**src/rtl/seg_addr_pkg.sv**
```systemverilog
package seg_addr_pkg;
  localparam int OFS_W  = 16;
  localparam int SHIFT  = 4;
  localparam int NSEG   = 4;
  localparam int SEG_W  = $clog2(NSEG);
  localparam int CLS_W  = 3;

  localparam logic [SEG_W-1:0] SEG_CODE  = 2'd0;
  localparam logic [SEG_W-1:0] SEG_STACK = 2'd1;
  localparam logic [SEG_W-1:0] SEG_DATA  = 2'd2;
  localparam logic [SEG_W-1:0] SEG_EXTRA = 2'd3;

  localparam logic [CLS_W-1:0] CLS_FETCH   = 3'd0;
  localparam logic [CLS_W-1:0] CLS_STACKOP = 3'd1;
  localparam logic [CLS_W-1:0] CLS_BPDATA  = 3'd2;
  localparam logic [CLS_W-1:0] CLS_DATA    = 3'd3;
  localparam logic [CLS_W-1:0] CLS_STRDST  = 3'd4;
endpackage

```
**src/rtl/seg_base_regs.sv**
```systemverilog
module seg_base_regs
  import seg_addr_pkg::*;
#(
  parameter int W = OFS_W,
  parameter int N = NSEG,
  localparam int SW = $clog2(N)
) (
  input  logic          clk,
  input  logic          rst_n,
  input  logic          ld_en,
  input  logic [SW-1:0] ld_sel,
  input  logic [W-1:0]  ld_base,
  input  logic [SW-1:0] rd_sel,
  output logic [W-1:0]  rd_base
);
  logic [W-1:0] bases [N];

  for (genvar g = 0; g < N; g++) begin : g_base
    always_ff @(posedge clk) begin
      if (!rst_n)                          bases[g] <= '0;
      else if (ld_en && ld_sel == SW'(g))  bases[g] <= ld_base;
    end
  end

  assign rd_base = bases[rd_sel];

  p_load_r2: assert property (@(posedge clk) disable iff (!rst_n)
    ld_en |=> bases[$past(ld_sel)] == $past(ld_base));
endmodule

```
**src/rtl/seg_select.sv**
```systemverilog
module seg_select
  import seg_addr_pkg::*;
(
  input  logic [CLS_W-1:0] cls,
  input  logic             ovr_en,
  input  logic [SEG_W-1:0] ovr_sel,
  output logic [SEG_W-1:0] seg
);
  logic [SEG_W-1:0] dflt;
  logic             fixed;

  always_comb begin
    fixed = 1'b0;
    unique case (cls)
      CLS_FETCH:   begin dflt = SEG_CODE;  fixed = 1'b1; end
      CLS_STACKOP: begin dflt = SEG_STACK; fixed = 1'b1; end
      CLS_BPDATA:  dflt = SEG_STACK;
      CLS_STRDST:  begin dflt = SEG_EXTRA; fixed = 1'b1; end
      default:     dflt = SEG_DATA;
    endcase
    seg = (ovr_en && !fixed) ? ovr_sel : dflt;
  end
endmodule

```
**src/rtl/seg_addr_adder.sv**
```systemverilog
module seg_addr_adder #(
  parameter int W  = 16,
  parameter int SH = 4,
  localparam int AW = W + SH
) (
  input  logic [W-1:0]  base,
  input  logic [W-1:0]  offset,
  output logic [AW-1:0] addr
);
  logic [AW-1:0] shifted, widened;
  assign shifted = {base, {SH{1'b0}}};
  assign widened = {{SH{1'b0}}, offset};
  assign addr    = shifted + widened;
endmodule

```
**src/rtl/seg_addr_gen.sv**
```systemverilog
module seg_addr_gen
  import seg_addr_pkg::*;
#(
  parameter int W  = OFS_W,
  parameter int SH = SHIFT,
  localparam int AW = W + SH
) (
  input  logic             clk,
  input  logic             rst_n,
  input  logic             ld_en,
  input  logic [SEG_W-1:0] ld_sel,
  input  logic [W-1:0]     ld_base,
  input  logic             req_valid,
  output logic             req_ready,
  input  logic [W-1:0]     req_offset,
  input  logic [CLS_W-1:0] req_class,
  input  logic             req_ovr_en,
  input  logic [SEG_W-1:0] req_ovr_sel,
  output logic             rsp_valid,
  input  logic             rsp_ready,
  output logic [AW-1:0]    rsp_addr,
  output logic [SEG_W-1:0] rsp_seg
);
  logic [SEG_W-1:0] sel_seg;
  logic [W-1:0]     sel_base;
  logic [AW-1:0]    phys;
  logic             accept;

  seg_select u_sel (
    .cls(req_class), .ovr_en(req_ovr_en), .ovr_sel(req_ovr_sel), .seg(sel_seg)
  );

  seg_base_regs #(.W(W), .N(NSEG)) u_regs (
    .clk(clk), .rst_n(rst_n), .ld_en(ld_en), .ld_sel(ld_sel), .ld_base(ld_base),
    .rd_sel(sel_seg), .rd_base(sel_base)
  );

  seg_addr_adder #(.W(W), .SH(SH)) u_add (
    .base(sel_base), .offset(req_offset), .addr(phys)
  );

  assign req_ready = !rsp_valid || rsp_ready;
  assign accept    = req_valid && req_ready;

  always_ff @(posedge clk) begin
    if (!rst_n) begin
      rsp_valid <= 1'b0;
      rsp_addr  <= '0;
      rsp_seg   <= '0;
    end else if (req_ready) begin
      rsp_valid <= req_valid;
      if (req_valid) begin
        rsp_addr <= phys;
        rsp_seg  <= sel_seg;
      end
    end
  end

  p_accept_r8: assert property (@(posedge clk) disable iff (!rst_n)
    accept |=> rsp_valid);
  p_ready_r8: assert property (@(posedge clk) disable iff (!rst_n)
    !rsp_valid |-> req_ready);
  p_hold_r9: assert property (@(posedge clk) disable iff (!rst_n)
    rsp_valid && !rsp_ready |=> rsp_valid && $stable(rsp_addr) && $stable(rsp_seg));
  p_fetch_code_r6: assert property (@(posedge clk) disable iff (!rst_n)
    accept && req_class == CLS_FETCH |=> rsp_seg == SEG_CODE);
  p_strdst_extra_r6: assert property (@(posedge clk) disable iff (!rst_n)
    accept && req_class == CLS_STRDST |=> rsp_seg == SEG_EXTRA);
  p_stackop_r6: assert property (@(posedge clk) disable iff (!rst_n)
    accept && req_class == CLS_STACKOP |=> rsp_seg == SEG_STACK);
endmodule

```
**config.mk**
```make
export PLATFORM = sky130hd
export DESIGN_NAME = seg_addr_gen
export DESIGN_NICKNAME = d
export VERILOG_FILES = /design/src/rtl/seg_addr_pkg.sv /design/src/rtl/seg_base_regs.sv /design/src/rtl/seg_select.sv /design/src/rtl/seg_addr_adder.sv /design/src/rtl/seg_addr_gen.sv
export SDC_FILE = /design/constraint.sdc
export NUM_CORES = 1
export LEC_CHECK = 0
export ABC_AREA = 1
export BUFFER_PORTS_ARGS = -buffer_cell sky130_fd_sc_hd__buf_2
export CAP_MARGIN = 10
export CELL_PAD_IN_SITES_DETAIL_PLACEMENT = 1
export CELL_PAD_IN_SITES_GLOBAL_PLACEMENT = 2
export CORE_UTILIZATION = 31
export CTS_CLUSTER_SIZE = 30
export DETAILED_ROUTE_END_ITERATION = 6
export PLACE_DENSITY_LB_ADDON = 0.08
export SLEW_MARGIN = 20
export SYNTH_ARGS = -nofsm -noshare
export SYNTH_HDL_FRONTEND = slang
export SYNTH_SLANG_ARGS = --single-unit
```
**constraint.sdc**
```tcl
create_clock -name clk -period 3.2 [get_ports clk]
set_input_delay 0.8 -clock clk [delete_from_list [all_inputs] [get_ports clk]]
set_output_delay 0.8 -clock clk [all_outputs]
set_load 0.02 [all_outputs]
```
### Word-level counts from Yosys, hierarchy flattened

Memory sizes are Yosys's and may differ from the RTL's.
Index checks and enable logic that the tools add are counted.

| word-level totals | value |
|---|---|
| register bits | 23 |
| memory bits (writable) | 64 |
| output and inout port bits | 24 |
| word-level logic and storage cells | 48 |
| memories | 1 |

Memories:

| memory | depth | bits a word | rd ports | clocked after Yosys merged registers in | write ports | line | RTL |
|---|---|---|---|---|---|---|---|
| u_regs.bases | 4 | 16 | 1 | 0 | 4 | seg_base_regs.sv:16 | `logic [W-1:0] bases [N];` |

| cells by class | value |
|---|---|
| add/subtract/negate cells | 1 |
| eq/ne operators | 6 |
| muxes and demuxes | 20 |
| bitwise operators | 4 |
| reductions and logical operators | 13 |

Operators by type and width:

| kind | count |
|---|---|
| two-way mux 16 bit | 4 |
| adder 20 x 16 -> 20 bit | 1 |
| two-way mux 1 bit | 14 |
| one-hot mux 2 bit (3 select lines) | 1 |
| logical AND 1 bit | 5 |
| == test 2 bit (second input constant) | 2 |
| OR 1 bit | 4 |
| == test 3 x 1 -> 1 bit (second input constant) | 1 |
| == test 3 x 2 -> 1 bit (second input constant) | 1 |
| == test 3 bit (second input constant) | 1 |
| zero test 3 bit | 1 |
| OR reduction 3 bit | 1 |
| == test 2 x 1 -> 1 bit (second input constant) | 1 |
| zero test 1 bit | 2 |
| zero test 2 bit | 1 |
| two-way mux 2 bit | 1 |
| AND reduction 2 bit | 1 |
| OR reduction 2 bit | 1 |
| logical OR 1 bit | 1 |

### Logic depth before layout (Yosys ltp)

Gate-level depths: netlist of run 1.
An unclocked memory read counts as a cell.

| logic depth | value |
|---|---|
| word-level depth | 8 |
| depth in mapped cells | 21 |
| depth with buffers taken out | 20 |

### Hierarchy

Synthesis of run 1 repeated with hierarchy kept, for this count alone.

| second synthesis, totals | value |
|---|---|
| cell total of the unflattened synthesis | 687 |
| area, all modules | 5165.0 µm² |

Modules (own cells, without submodules):

| module | times used | cells an instance | area an instance (µm²) |
|---|---|---|---|
| seg_base_regs | 1 | 353 | 3154.3 |
| seg_addr_gen | 1 | 148 | 1071.0 |
| seg_addr_adder | 1 | 168 | 862.1 |
| seg_select | 1 | 18 | 77.6 |

### Worst setup path after synthesis of run 1

No wires, ideal clock.

| timing | value |
|---|---|
| path type | input to register |
| from | input port req_class[0] |
| to | register rsp_addr[16] |
| setup time | 0.115 ns |
| arrival | 3.015 ns |
| path slack | 0.070 ns |
| cell stages on the path | 17 |
| path buffers | 2 |
| cell sequence | nor2_4 -> nor2_4 -> nand3_2 -> nand3_4 -> buf_8 -> buf_2 -> o21ai_0 -> o22ai_1 -> ha_1 -> fa_1 -> nand3_1 -> nand3_1 -> nand3_1 -> nand2_1 -> xor2_1 -> o21ai_0 -> inv_1 |

| between the ends | value |
|---|---|
| longest elaborated chain between the ends | 8 |

RTL lines:

| what | line | RTL |
|---|---|---|
| start, declared | seg_addr_gen.sv:16 | `input logic [CLS_W-1:0] req_class,` |
| == test 3 x 1 -> 1 bit, or another cell as far along | seg_select.sv:14 | `unique case (cls)` |
| OR reduction 3 bit (no line) | - |  |
| two-way mux 1 bit | seg_select.sv:14 |  |
| zero test 1 bit | seg_select.sv:21 | `seg = (ovr_en && !fixed) ? ovr_sel : dflt;` |
| logical AND 1 bit | seg_select.sv:21 |  |
| two-way mux 2 bit (*) | seg_select.sv:21 |  |
| memory read (4 x 16 bit) (*) | - |  |
| adder 20 x 16 -> 20 bit (*) | seg_addr_adder.sv:13 | `assign addr = shifted + widened;` |
| end signal, assigned | seg_addr_gen.sv:53 | `rsp_addr <= phys;` |
| end, declared | seg_addr_gen.sv:21 | `output logic [AW-1:0] rsp_addr,` |

Every way passes the cells marked *; elsewhere a longest branch is shown, timed or not.
A chain may end at the register's enable or synchronous reset.

### Worst setup path in the final report of run 1

| timing | value |
|---|---|
| from | input port req_class[1] |
| to | register rsp_addr[16] |

Same word-level chain as after synthesis.

==> results of run 1 <==
[what timing repair did]
action / in CTS / in global routing
buffers inserted: 0 / 4
hold buffers: 0 / 0
setup endpoints to repair: 0 / 8
resized for setup: 0 / 29
[cells in the final DEF (no fill, tap or decap), types with 2 or more instances in the layout]
cell type and instances:
sky130_fd_sc_hd__nand3_1 20, sky130_fd_sc_hd__nand2_4 4, sky130_fd_sc_hd__o22ai_1 8, sky130_fd_sc_hd__xnor2_1 4, sky130_fd_sc_hd__o211ai_1 2, sky130_fd_sc_hd__clkbuf_16 9, sky130_fd_sc_hd__dfxtp_1 23, sky130_fd_sc_hd__edfxtp_1 64
sky130_fd_sc_hd__nand3_4 2, sky130_fd_sc_hd__buf_12 3, sky130_fd_sc_hd__ha_1 10, sky130_fd_sc_hd__buf_4 46, sky130_fd_sc_hd__xor2_1 6, sky130_fd_sc_hd__nand2_1 47, sky130_fd_sc_hd__inv_6 3, sky130_fd_sc_hd__nand2_2 8
sky130_fd_sc_hd__inv_2 4, sky130_fd_sc_hd__buf_2 68, sky130_fd_sc_hd__inv_1 50, sky130_fd_sc_hd__a21oi_2 2, sky130_fd_sc_hd__a21oi_1 10, sky130_fd_sc_hd__o21ai_2 2, sky130_fd_sc_hd__nand4_1 6, sky130_fd_sc_hd__o21ai_0 37
sky130_fd_sc_hd__nand3_2 6, sky130_fd_sc_hd__o22ai_2 4, sky130_fd_sc_hd__nor2_2 4, sky130_fd_sc_hd__nor2_1 128, sky130_fd_sc_hd__o21ai_1 9, sky130_fd_sc_hd__nor2_4 3, sky130_fd_sc_hd__ha_4 2
[critical path: stages]
cell and delay [ps]:
sky130_fd_sc_hd__buf_2 120, sky130_fd_sc_hd__nor2_4 180, sky130_fd_sc_hd__nor2_4 60, sky130_fd_sc_hd__nand2_4 90, sky130_fd_sc_hd__nand2_4 60, sky130_fd_sc_hd__o21ai_4 70, sky130_fd_sc_hd__buf_12 160, sky130_fd_sc_hd__buf_12 100
sky130_fd_sc_hd__o21ai_0 70, sky130_fd_sc_hd__o22ai_1 190, sky130_fd_sc_hd__ha_1 300, sky130_fd_sc_hd__a21oi_1 190, sky130_fd_sc_hd__nor2_1 60, sky130_fd_sc_hd__nor2_1 120, sky130_fd_sc_hd__nand3_2 120, sky130_fd_sc_hd__nand3_1 100
sky130_fd_sc_hd__nand2_2 80, sky130_fd_sc_hd__xor2_1 150, sky130_fd_sc_hd__o21ai_0 140, sky130_fd_sc_hd__inv_1 50
[power by group]
part	total [mW]	switching, mW	leakage (nW)	internal [mW]
logic	0.854	0.487	1.65	0.367
clock network	1.08	0.463	0.146	0.618
registers	1.34	0.0336	0.821	1.31
[sequential cells by signal, summed over array words and instances, names as in the netlist]
| name | count |
|---|---|
| rsp_valid | 1 |
| rsp_seg | 2 |
| rsp_addr | 20 |
| u_regs.bases | 64 |
[layout make-up]
type | count | area share, %
multi-input cells | 333 | 32.2
repair buffers | 118 | 13.2
well taps | 180 | 3.93
flip-flops and latches | 87 | 41.6
inverters | 55 | 3.69
clock inverters | 6 | 1.31
clock buffers | 10 | 4.00
[logic make-up (layout without fill, tap and decap cells)]
kind of cell	after synthesis	in the layout
buffers and inverters	74	189
DFF	87	87
adders and majority gates	13	13
AOI/OAI and AO/OA	81	81
xor gates and xnor gates	10	10
and+or+nand+nor	229	229
[routing by layer]
layer,GRT usage [%],vias to the layer above,share of wire (%)
met3,3.75,8,3.0
met5,0,-,0
met2,30.3,51,51
met1,20.7,1732,45
met4,5.56,0,1.3
li1,-,1849,-
[through the flow]
stage	power, mW	utilization (%)	cells	cell area [µm²]	setup TNS (ps)
2_1_floorplan	1.84	-	494	4430	0
3_3_place_gp	2.16	38.0	769	5290	-1380
3_5_place_dp	2.18	38.0	769	5290	-2080
4_1_cts	3.26	40.2	785	5600	0
5_1_grt	3.46	41.1	789	5720	-60.5
6_report	3.28	41.1	789	5720	0
[how the worst max path moves through the flow]
stage | startpoint | endpoint | cells after the start
after floorplan | req_class[0] | rsp_addr[16] | 17
after global placement | req_class[0] | rsp_addr[16] | 19
after detailed placement | req_class[0] | rsp_addr[16] | 19
after CTS | req_class[0] | rsp_addr[16] | 17
after global routing | req_class[1] | rsp_addr[19] | 22
final | req_class[1] | rsp_addr[16] | 20
==> impl_metrics.json, run 1 <==
{
  "maxClockFrequency_mhz": 334,
  "post_synth_xor_area_fraction_pct": 1.98,
  "syn_avg_cell_area_um2": 8.97,
  "area_growth_pct": 29.1,
  "grt_max_degree": 23,
  "synth_fp_nets": 552,
  "fillerInstances": 1631,
  "synth_largest_type_area_fraction_pct": 43.4,
  "mux_share_of_post_synthesis_cell_area_pct": 0,
  "outcome": "complete, no violations",
  "detailroute.via_count": 3640,
  "timing.final.hold_violations": 0,
  "finalWorstSetupSlack_ps": 208,
  "setup.worst_path.start_class": "input port",
  "routabilityCongestion": 0.752,
  "clk_latency_ps": 350,
  "areal_power_density_over_the_cells_mw_per_mm2": 572,
  "synth_area_leaders": "sky130_fd_sc_hd__edfxtp_1 (43%), sky130_fd_sc_hd__nor2_1 (11%), sky130_fd_sc_hd__dfxtp_1 (10%)",
  "critical_path.reg2reg.startpoint": "u_regs.bases[0][4]",
  "netlist_area_mm2": 0.00443,
  "hold_slack_ps": 486,
  "p_leak_nw": 2.62,
  "worst_slew_margin_rel_pct": 44.8,
  "ioPinCount": 69,
  "synth-compound-area-share_pct": 10.1,
  "die_h_um": 122,
  "grt_remaining_overflow": 0,
  "hold_depth": 2,
  "timing_max_transition_violations_final": 0,
  "path_class": "in2reg",
  "yosys_register_bits": 87,
  "avgRoutedWirePerCell_um": 15.1,
  "number_of_antenna_violations_at_the_first_check_in_global_routing": 0,
  "min_period_ps": 2990,
  "layout-drive-gt1-share_pct": 29.4,
  "crit_required_ps": 3440,
  "final_antenna_net_count": 0,
  "worstReg2RegEnd": "rsp_addr[19]",
  "yosys.area_share.adder_pct": 3.84,
  "tritoncts": "yes",
  "floorplan.rows": 43,
  "cell_with_the_most_instances_after_synthesis": "sky130_fd_sc_hd__nor2_1",
  "ir_worst_vdd_mv": 0.320,
  "clock_path_buffers": 2,
  "place_hpwl_um": 8640,
  "synthesis.yosys.warnings": 0,
  "reg2reg_depth": 15,
  "yosys.area.top_type": "sky130_fd_sc_hd__edfxtp_1",
  "multi_input_gate_area_mm2": 0.00184,
  "groute.usage.overall_pct": 17.2,
  "die_width_um": 122,
  "cp_data_arrival_time_ps": 3230,
  "finalSetupViolations": 0,
  "place_worst_setup_slack_ps": -271,
  "insertedDiodeCount": 0,
  "holdPathEnd": "rsp_addr[2]",
  "design.final.nets": 662,
  "grt_setup_unrepaired": "true",
  "holdCritPathClass": "reg2reg",
  "die_area_mm2": 0.0148,
  "yosysSeqAreaShare_pct": 53.7,
  "drc": 0,
  "drv_cap": 0,
  "seq_area_mm2": 0.00238,
  "drt-total-wl_um": 11900,
  "ys_async_sr_fraction_pct": 0,
  "worstPathMaxFanout": 11,
  "cts-root-buf": "sky130_fd_sc_hd__clkbuf_16",
  "htree_num_levels": 3,
  "first_pass_iters": 4,
  "clock-sinks": 87,
  "synthTopCellsByCount": "sky130_fd_sc_hd__nor2_1 (131), sky130_fd_sc_hd__edfxtp_1 (64), sky130_fd_sc_hd__inv_1 (50)",
  "post_synth_num_cell_types": 35,
  "final.setup_skew_ps": 12.1,
  "prevailing_post_synth_register_cell": "sky130_fd_sc_hd__edfxtp_1",
  "clk_pin_slew_ps": 60,
  "io_buffers": 68,
  "grt_pass1_wl_um": 18900,
  "holdCritStartpoint": "rsp_addr[2]",
  "combinational_family_with_the_most_area_after_synthesis": "simple AND/OR/NAND/NOR gates",
  "grt_pass1_vias": 3685,
  "effective_utilization_at_floorplan_pct": 31.8,
  "syn-instance-count": 494,
  "synth_enable_flop_cells": 64,
  "number_of_drc_violations_after_detailed_routing_iteration_0": 156,
  "core-area_mm2": 0.0139,
  "max_slew.worst_pin.slew_ps": 826,
  "drt-vias-per-instance": 4.61,
  "cts-buffers-inserted": 9,
  "reg2reg_slack_ps": 1030,
  "final_cycle_utilization_of_the_critical_path_pct": 93.5,
  "synth-simple-area-share_pct": 23.6,
  "timing.critical_path.to_type": "flip-flop"
}
(Power assumes the default switching activity.)
==> run 2, diff against run 1 <==
- ABC_AREA: 1 -> not set
- CORE_UTILIZATION: 31 -> 33
==> run 2 against run 1 <==
Compared with the run above:
- register-to-register slack worse by 360 ps
- combinational power up 9.8%
- first-iteration DRC count shrank 22%
- area after synthesis grew 0.85%
- cell count decreased by 4.2%
- sequential power about the same
- critical path depth decreased by 6
- clock skew decreased by 0.63 ps
- worst hold slack got worse by 35 ps
- design area up 10%
==> impl_metrics.json, run 2 <==
{
  "grt_setup_unrepaired": "true",
  "synthTopCellsByCount": "sky130_fd_sc_hd__and2_1 (80), sky130_fd_sc_hd__edfxtp_1 (64), sky130_fd_sc_hd__nand2_1 (61)",
  "floorplan.rows": 42,
  "cts-root-buf": "sky130_fd_sc_hd__clkbuf_16",
  "io_buffers": 68,
  "ir_worst_vdd_mv": 0.255,
  "path_class": "in2reg",
  "yosys_register_bits": 87,
  "drc": 0,
  "cell_with_the_most_instances_after_synthesis": "sky130_fd_sc_hd__and2_1",
  "number_of_antenna_violations_at_the_first_check_in_global_routing": 0,
  "final_cells": 756,
  "holdCritPathClass": "reg2reg",
  "crit_required_ps": 3440,
  "min_period_ps": 3200,
  "prevailing_post_synth_register_cell": "sky130_fd_sc_hd__edfxtp_1",
  "final_cell_mix": "sky130_fd_sc_hd__and2_1 (78), sky130_fd_sc_hd__buf_4 (75), sky130_fd_sc_hd__buf_2 (64), sky130_fd_sc_hd__edfxtp_1 (64), sky130_fd_sc_hd__nand2_1 (60)",
  "timing_max_transition_violations_final": 0,
  "number_of_drc_violations_after_detailed_routing_iteration_0": 121,
  "critical_path.reg2reg.startpoint": "u_regs.bases[1][3]",
  "timing.final.hold_violations": 0,
  "avgRoutedWirePerCell_um": 17.2,
  "synth_area_leaders": "sky130_fd_sc_hd__edfxtp_1 (43%), sky130_fd_sc_hd__and2_1 (11%), sky130_fd_sc_hd__dfxtp_1 (10%)",
  "total_power_mw": 3.39,
  "place_hpwl_um": 9320,
  "die_width_um": 118,
  "synth_enable_flop_cells": 64,
  "largest_registers": "u_regs.bases x64, rsp_addr x20, rsp_seg x2",
  "ioPinCount": 69,
  "tritoncts": "yes",
  "max_reg_flops": 64,
  "final.setup_skew_ps": 11.5,
  "maxClockFrequency_mhz": 313,
  "p_comb_share_pct": 27.7,
  "grt_pass1_wl_um": 20600,
  "p_leak_nw": 2.57,
  "routabilityCongestion": 0.852,
  "power.net_switching_mw": 1.00,
  "cts-buffers-inserted": 9,
  "clk_latency_ps": 350,
  "core-area_mm2": 0.0132,
  "outcome": "complete, no violations",
  "gr-usage-met3_pct": 3.52,
  "drv_cap": 0,
  "syn_avg_cell_area_um2": 10.5,
  "groute.usage.overall_pct": 19.4,
  "first_pass_iters": 4,
  "worst_slew_margin_rel_pct": 55.7,
  "worstPathMaxFanout": 8,
  "detailroute.via_count": 3728,
  "hold_depth": 2,
  "areal_power_density_over_the_cells_mw_per_mm2": 538,
  "grt_remaining_overflow": 0,
  "synth_fp_nets": 485,
  "final_cycle_utilization_of_the_critical_path_pct": 99.9,
  "netlist_area_mm2": 0.00447,
  "yosys.area.top_type": "sky130_fd_sc_hd__edfxtp_1",
  "die_h_um": 118,
  "drt-vias-per-instance": 4.93,
  "ys_async_sr_fraction_pct": 0,
  "post_synth_num_cell_types": 57,
  "layout-drive-gt1-share_pct": 37.1,
  "placed_cells_incl_taps": 722,
  "area_growth_pct": 40.8,
  "max_slew.worst_pin.slew_ps": 663,
  "grt_busiest_layer": "met2",
  "synth_largest_type_area_fraction_pct": 43.0,
  "finalSetupViolations": 0,
  "use_met2_pct": 34.0,
  "mostFrequentLayoutCell": "sky130_fd_sc_hd__and2_1",
  "regMostFlops": "u_regs.bases",
  "reg2reg_depth": 12,
  "seq_power_share_pct": 39.7,
  "synthesis.yosys.warnings": 0,
  "holdCritStartpoint": "rsp_addr[10]",
  "effective_utilization_at_floorplan_pct": 33.8,
  "cp_slowest_cell": "sky130_fd_sc_hd__ha_1",
  "drt-total-wl_um": 13000,
  "cp_data_arrival_time_ps": 3430,
  "syn-instance-count": 427,
  "groute.layer.met1.usage_pct": 23.8,
  "design.final.nets": 633,
  "clk_pin_slew_ps": 70,
  "insertedDiodeCount": 0,
  "cpPeakStageDelay_ps": 320,
  "crit_path_cell_trace": "buf_12 > nor3b_4 > o21ba_4 > nor2_4 > buf_6 > a211oi_2 > a31oi_2 > ha_1 > a21oi_2 > o211ai_1 > nand2_1 > o21bai_2 > a311o_1 > o211a_1",
  "clock-sinks": 87,
  "switching_share_pct": 29.6,
  "grt_max_degree": 20,
  "grt_pass1_vias": 3871,
  "yosysSeqAreaShare_pct": 53.3,
  "final_antenna_net_count": 0,
  "timing.critical_path.to_type": "flip-flop",
  "power.share.clock_pct": 32.6,
  "die_area_mm2": 0.0140,
  "holdPathEnd": "rsp_addr[10]",
  "reg2reg_slack_ps": 670,
  "htree_num_levels": 3,
  "clock_path_buffers": 2,
  "internal_power_mw": 2.38,
  "setup.worst_path.start_class": "input port",
  "worstReg2RegEnd": "rsp_addr[17]"
}
run 2: changes by cell type in the layout (fill, tap and decap cells not counted), sizes merged, moves of 12 or more:
cell,previous run,this run
a211oi,1,18
a21oi,12,24
and2,0,80
buf,118,155
inv,58,10
nand3,28,7
nor2,136,15
o21ai,49,13
run 2: worst max-delay path, delay by kind of cell:
| family | cells | cell delay (ps) |
|---|---|---|
| AOI/OAI and AO/OA | 8 | 1480 |
| adders and majority gates | 1 | 320 |
| buffers and inverters | 2 | 320 |
| and+or+nand+nor | 3 | 510 |
run 2: power groups by stage:
stage                     registers [mW]  logic, mW  clock network [mW]
after CTS                           1.35      0.892                1.12
after global placement              1.37      0.797                   0
after floorplan                     1.41      0.415                   0
after global routing                1.36       1.03                1.17
final                               1.35      0.938                1.10
after detailed placement            1.37      0.811                   0
run 2: how the worst max path moves through the flow:
| stage | from | endpoint | slack [ps] | depth (start not counted) |
|---|---|---|---|---|
| 6_report | req_class[1] | rsp_addr[18] | 4 | 14 |
| 5_1_grt | req_ovr_sel[1] | rsp_addr[16] | -140 | 15 |
| 2_1_floorplan | req_class[0] | rsp_addr[12] | -140 | 15 |
| 4_1_cts | req_ovr_en | rsp_addr[15] | -20 | 15 |
| 3_3_place_gp | req_ovr_en | rsp_addr[19] | -640 | 15 |
| 3_5_place_dp | req_ovr_en | rsp_addr[19] | -680 | 15 |
run 2: cells by family (layout without fill, tap and decap cells):
kind of cell / Yosys count / count (layout) / share of synthesized area, %
compound gates: 107 / 108 / 16.5
buf+inv: 27 / 179 / 2.49
flops: 87 / 87 / 53.3
fa+ha+maj: 13 / 13 / 3.81
xor+xnor: 8 / 8 / 1.57
simple gates: 183 / 183 / 21.6
mux: 2 / 2 / 0.728
run 2: stage by stage:
stage          setup TNS (ps)  instance area (µm²)  hold WS [ps]  setup WS, ps  utilization [%]
4_1_cts                 -34.2                 6100           456         -15.5             46.0
3_5_place_dp            -6220                 5530           446          -681             41.7
2_1_floorplan            -604                 4550           530          -143                -
3_3_place_gp            -5540                 5530           438          -636             41.7
6_report                    0                 6300           451          3.74             47.5
5_1_grt                  -789                 6300           470          -139             47.5
run 2: area by class of cell:
type	instances	area (µm²)
multi-input combinational	314	2240
sequential	87	2380
clock inverter	7	90.1
timing repair buffer	155	1110
fill	1491	6950
clock buffer	9	225
inverter	8	30.0
tap	176	220
run 2: repair_timing:
item	CTS	global route
setup endpoints to repair	9	12
buffers inserted	8	9
pin swaps	16	33
hold buffers	0	0
cloned	2	0
resized for setup	35	29
run 2: per-layer routing:
layer / up-vias / routed length [µm]
met5: - / 0
met2: 68 / 6470
met3: 18 / 407
li1: 1852 / -
met1: 1790 / 5880
met4: 0 / 226
==> run 3, diff against run 2 <==
==> constraint.sdc (replaced) <==
create_clock -name clk -period 3.2 [get_ports clk]
set_input_delay 0.64 -clock clk [delete_from_list [all_inputs] [get_ports clk]]
set_output_delay 0.64 -clock clk [all_outputs]
set_load 0.02 [all_outputs]
==> run 3 against run 2 <==
Compared with the run above:
- via count is 0.56% lower
- first-iteration DRC count is 7.4% lower
- maximum frequency grew 2.2%
- largest cell class unchanged
- total power shrank 0.16%
- setup slack gained 68 ps
- sequential cell count did not move
- combinational power is 5.2% higher
- non-clock buffer count is 3 lower
- global-route usage is 0.18 points lower
- die area stayed put
- utilization increased by 0.37 points
- highest routed layer unchanged
==> impl_metrics.json, run 3 (synthesized netlist as in run 2, its figures left out) <==
{
  "area_growth_pct": 41.9,
  "setup.worst_path.start_class": "input port",
  "worst-path-buf-inv": 5,
  "first_pass_iters": 4,
  "clk_latency_ps": 340,
  "grt_setup_unrepaired": "true",
  "cts-buffers-inserted": 9,
  "detailroute.via_count": 3707,
  "path_class": "in2reg",
  "grt_max_degree": 20,
  "cpPeakStageDelay_ps": 370,
  "max_reg_flops": 64,
  "total_power_mw": 3.38,
  "max_slew.worst_pin.slew_ps": 669,
  "io_buffers": 68,
  "crit_required_ps": 3420,
  "cp_data_arrival_time_ps": 3350,
  "crit_path_cell_trace": "buf_4 > o21a_4 > buf_6 > a2bb2oi_4 > buf_12 > a211oi_4 > a31oi_4 > buf_6 > ha_4 > and2_4 > buf_4 > nand3_2 > a211o_1 > a21oi_4 > o2111a_1 > a211oi_1",
  "tritoncts": "yes",
  "timing_max_transition_violations_final": 0,
  "internal_power_mw": 2.39,
  "drv_cap": 0,
  "number_of_antenna_violations_at_the_first_check_in_global_routing": 0,
  "htree_num_levels": 3,
  "core-area_mm2": 0.0132,
  "clock_path_buffers": 2,
  "timing.final.hold_violations": 0,
  "layout-drive-gt1-share_pct": 38.4,
  "share_of_the_core_filled_with_cells_in_the_final_layout_pct": 47.9,
  "effective_utilization_at_floorplan_pct": 33.8,
  "drt-vias-per-instance": 4.93,
  "power.net_switching_mw": 0.988,
  "insertedDiodeCount": 0,
  "groute.usage.overall_pct": 19.2,
  "timing.critical_path.to_type": "flip-flop",
  "floorplan.rows": 42,
  "avgRoutedWirePerCell_um": 17.2,
  "seq_power_share_pct": 39.9,
  "place_worst_setup_slack_ps": -539,
  "die_area_mm2": 0.0140,
  "clk_pin_slew_ps": 60,
  "number_of_drc_violations_after_detailed_routing_iteration_0": 112,
  "routabilityCongestion": 0.800,
  "cts-root-buf": "sky130_fd_sc_hd__clkbuf_16",
  "die_width_um": 118,
  "die_h_um": 118,
  "worstPathMaxFanout": 7,
  "final_cell_mix": "sky130_fd_sc_hd__and2_1 (79), sky130_fd_sc_hd__buf_4 (72), sky130_fd_sc_hd__buf_2 (64), sky130_fd_sc_hd__edfxtp_1 (64), sky130_fd_sc_hd__nand2_1 (59)",
  "drc": 0,
  "regMostFlops": "u_regs.bases",
  "maxClockFrequency_mhz": 320,
  "final_antenna_net_count": 0,
  "p_comb_share_pct": 29.2,
  "areal_power_density_over_the_cells_mw_per_mm2": 533,
  "final_cycle_utilization_of_the_critical_path_pct": 97.8,
  "ir_worst_vdd_mv": 0.378,
  "grt_pass1_wl_um": 20500,
  "outcome": "complete, no violations",
  "design.final.nets": 629,
  "min_period_ps": 3130,
  "switching_share_pct": 29.2,
  "drt-total-wl_um": 12900,
  "grt_remaining_overflow": 0,
  "finalSetupViolations": 0,
  "cp_slowest_cell": "sky130_fd_sc_hd__a211o_1",
  "place_hpwl_um": 9130,
  "finalWorstSetupSlack_ps": 71.8,
  "final.setup_skew_ps": 10.7,
  "largest_registers": "u_regs.bases x64, rsp_addr x20, rsp_seg x2",
  "cp_top_family": "compound AO/OA/AOI/OAI gates",
  "clock-sinks": 87,
  "ioPinCount": 69,
  "mostFrequentLayoutCell": "sky130_fd_sc_hd__and2_1",
  "holdCritPathClass": "reg2reg",
  "power.share.clock_pct": 30.9,
  "worst_slew_margin_rel_pct": 55.3,
  "p_leak_nw": 2.56,
  "grt_pass1_vias": 3887
}
==> run 3: changes by cell type in the layout (fill, tap and decap cells not counted), sizes merged <==
| cell | previous run | this run |
|---|---|---|
| inv | 10 | 9 |
| a2bb2oi | 3 | 2 |
| buf | 155 | 152 |
| clkinv | 2 | 3 |
| clkinvlp | 2 | 1 |
| clkbuf | 9 | 10 |
==> run 3: path summary, 6_finish.rpt <==
path | cells past startpoint | end | from | slack [ps]
worst min-delay path | 2 | rsp_addr[10] | rsp_addr[10] | 450
worst min register to register | 2 | rsp_addr[10] | rsp_addr[10] | 450
worst max-delay path | 16 | rsp_addr[17] | req_class[0] | 70
worst max register to register | 12 | rsp_addr[17] | u_regs.bases[1][4] | 680
==> run 3: routing by layer <==
metal / part of all wire [%] / GRT usage, % / wire, µm
met4: 2.0 / 5.46 / 255
met1: 44 / 23.5 / 5690
met2: 51 / 33.8 / 6530
met5: 0 / 0 / 0
met3: 3.4 / 4.10 / 443
==> run 3: power by group through the flow <==
stage               registers, mW  logic, mW  clock network [mW]
floorplan                    1.41      0.411                   0
global placement             1.37      0.796                   0
detailed placement           1.37      0.809                   0
CTS                          1.35      0.866                1.08
global route                 1.36       1.07                1.12
finish                       1.35      0.987                1.05
==> run 3: per-stage QoR <==
step | cell area (µm²) | cells | hold slack (ps) | TNS [ps]
floorplan | 4530 | 427 | 530 | 0
global placement | 5520 | 719 | 436 | -4280
detailed placement | 5520 | 719 | 444 | -5050
CTS | 5990 | 743 | 453 | 0
global route | 6340 | 752 | 465 | -14.3
finish | 6340 | 752 | 451 | 0
==> run 3: worst min-delay path: stages, from the launching register on <==
cell and delay [ps]:
sky130_fd_sc_hd__dfxtp_1 300, sky130_fd_sc_hd__nand2_1 50, sky130_fd_sc_hd__a21oi_1 50
==> run 3: final cells by class <==
type	count	area, µm²
fillers	1473	6900
clock inverters	6	67.6
well taps	176	220
clock buffers	10	229
multi-input cells	313	2340
repair buffers	152	1080
flip-flops and latches	87	2380
inverters	8	30.0
==> run 3: timing repair <==
| item | CTS | global route |
|---|---|---|
| pin swaps | 9 | 19 |
| setup buffers | 8 | 9 |
| hold buffers | 0 | 0 |
| endpoints found under the setup margin | 9 | 11 |
| resized for setup | 17 | 60 |
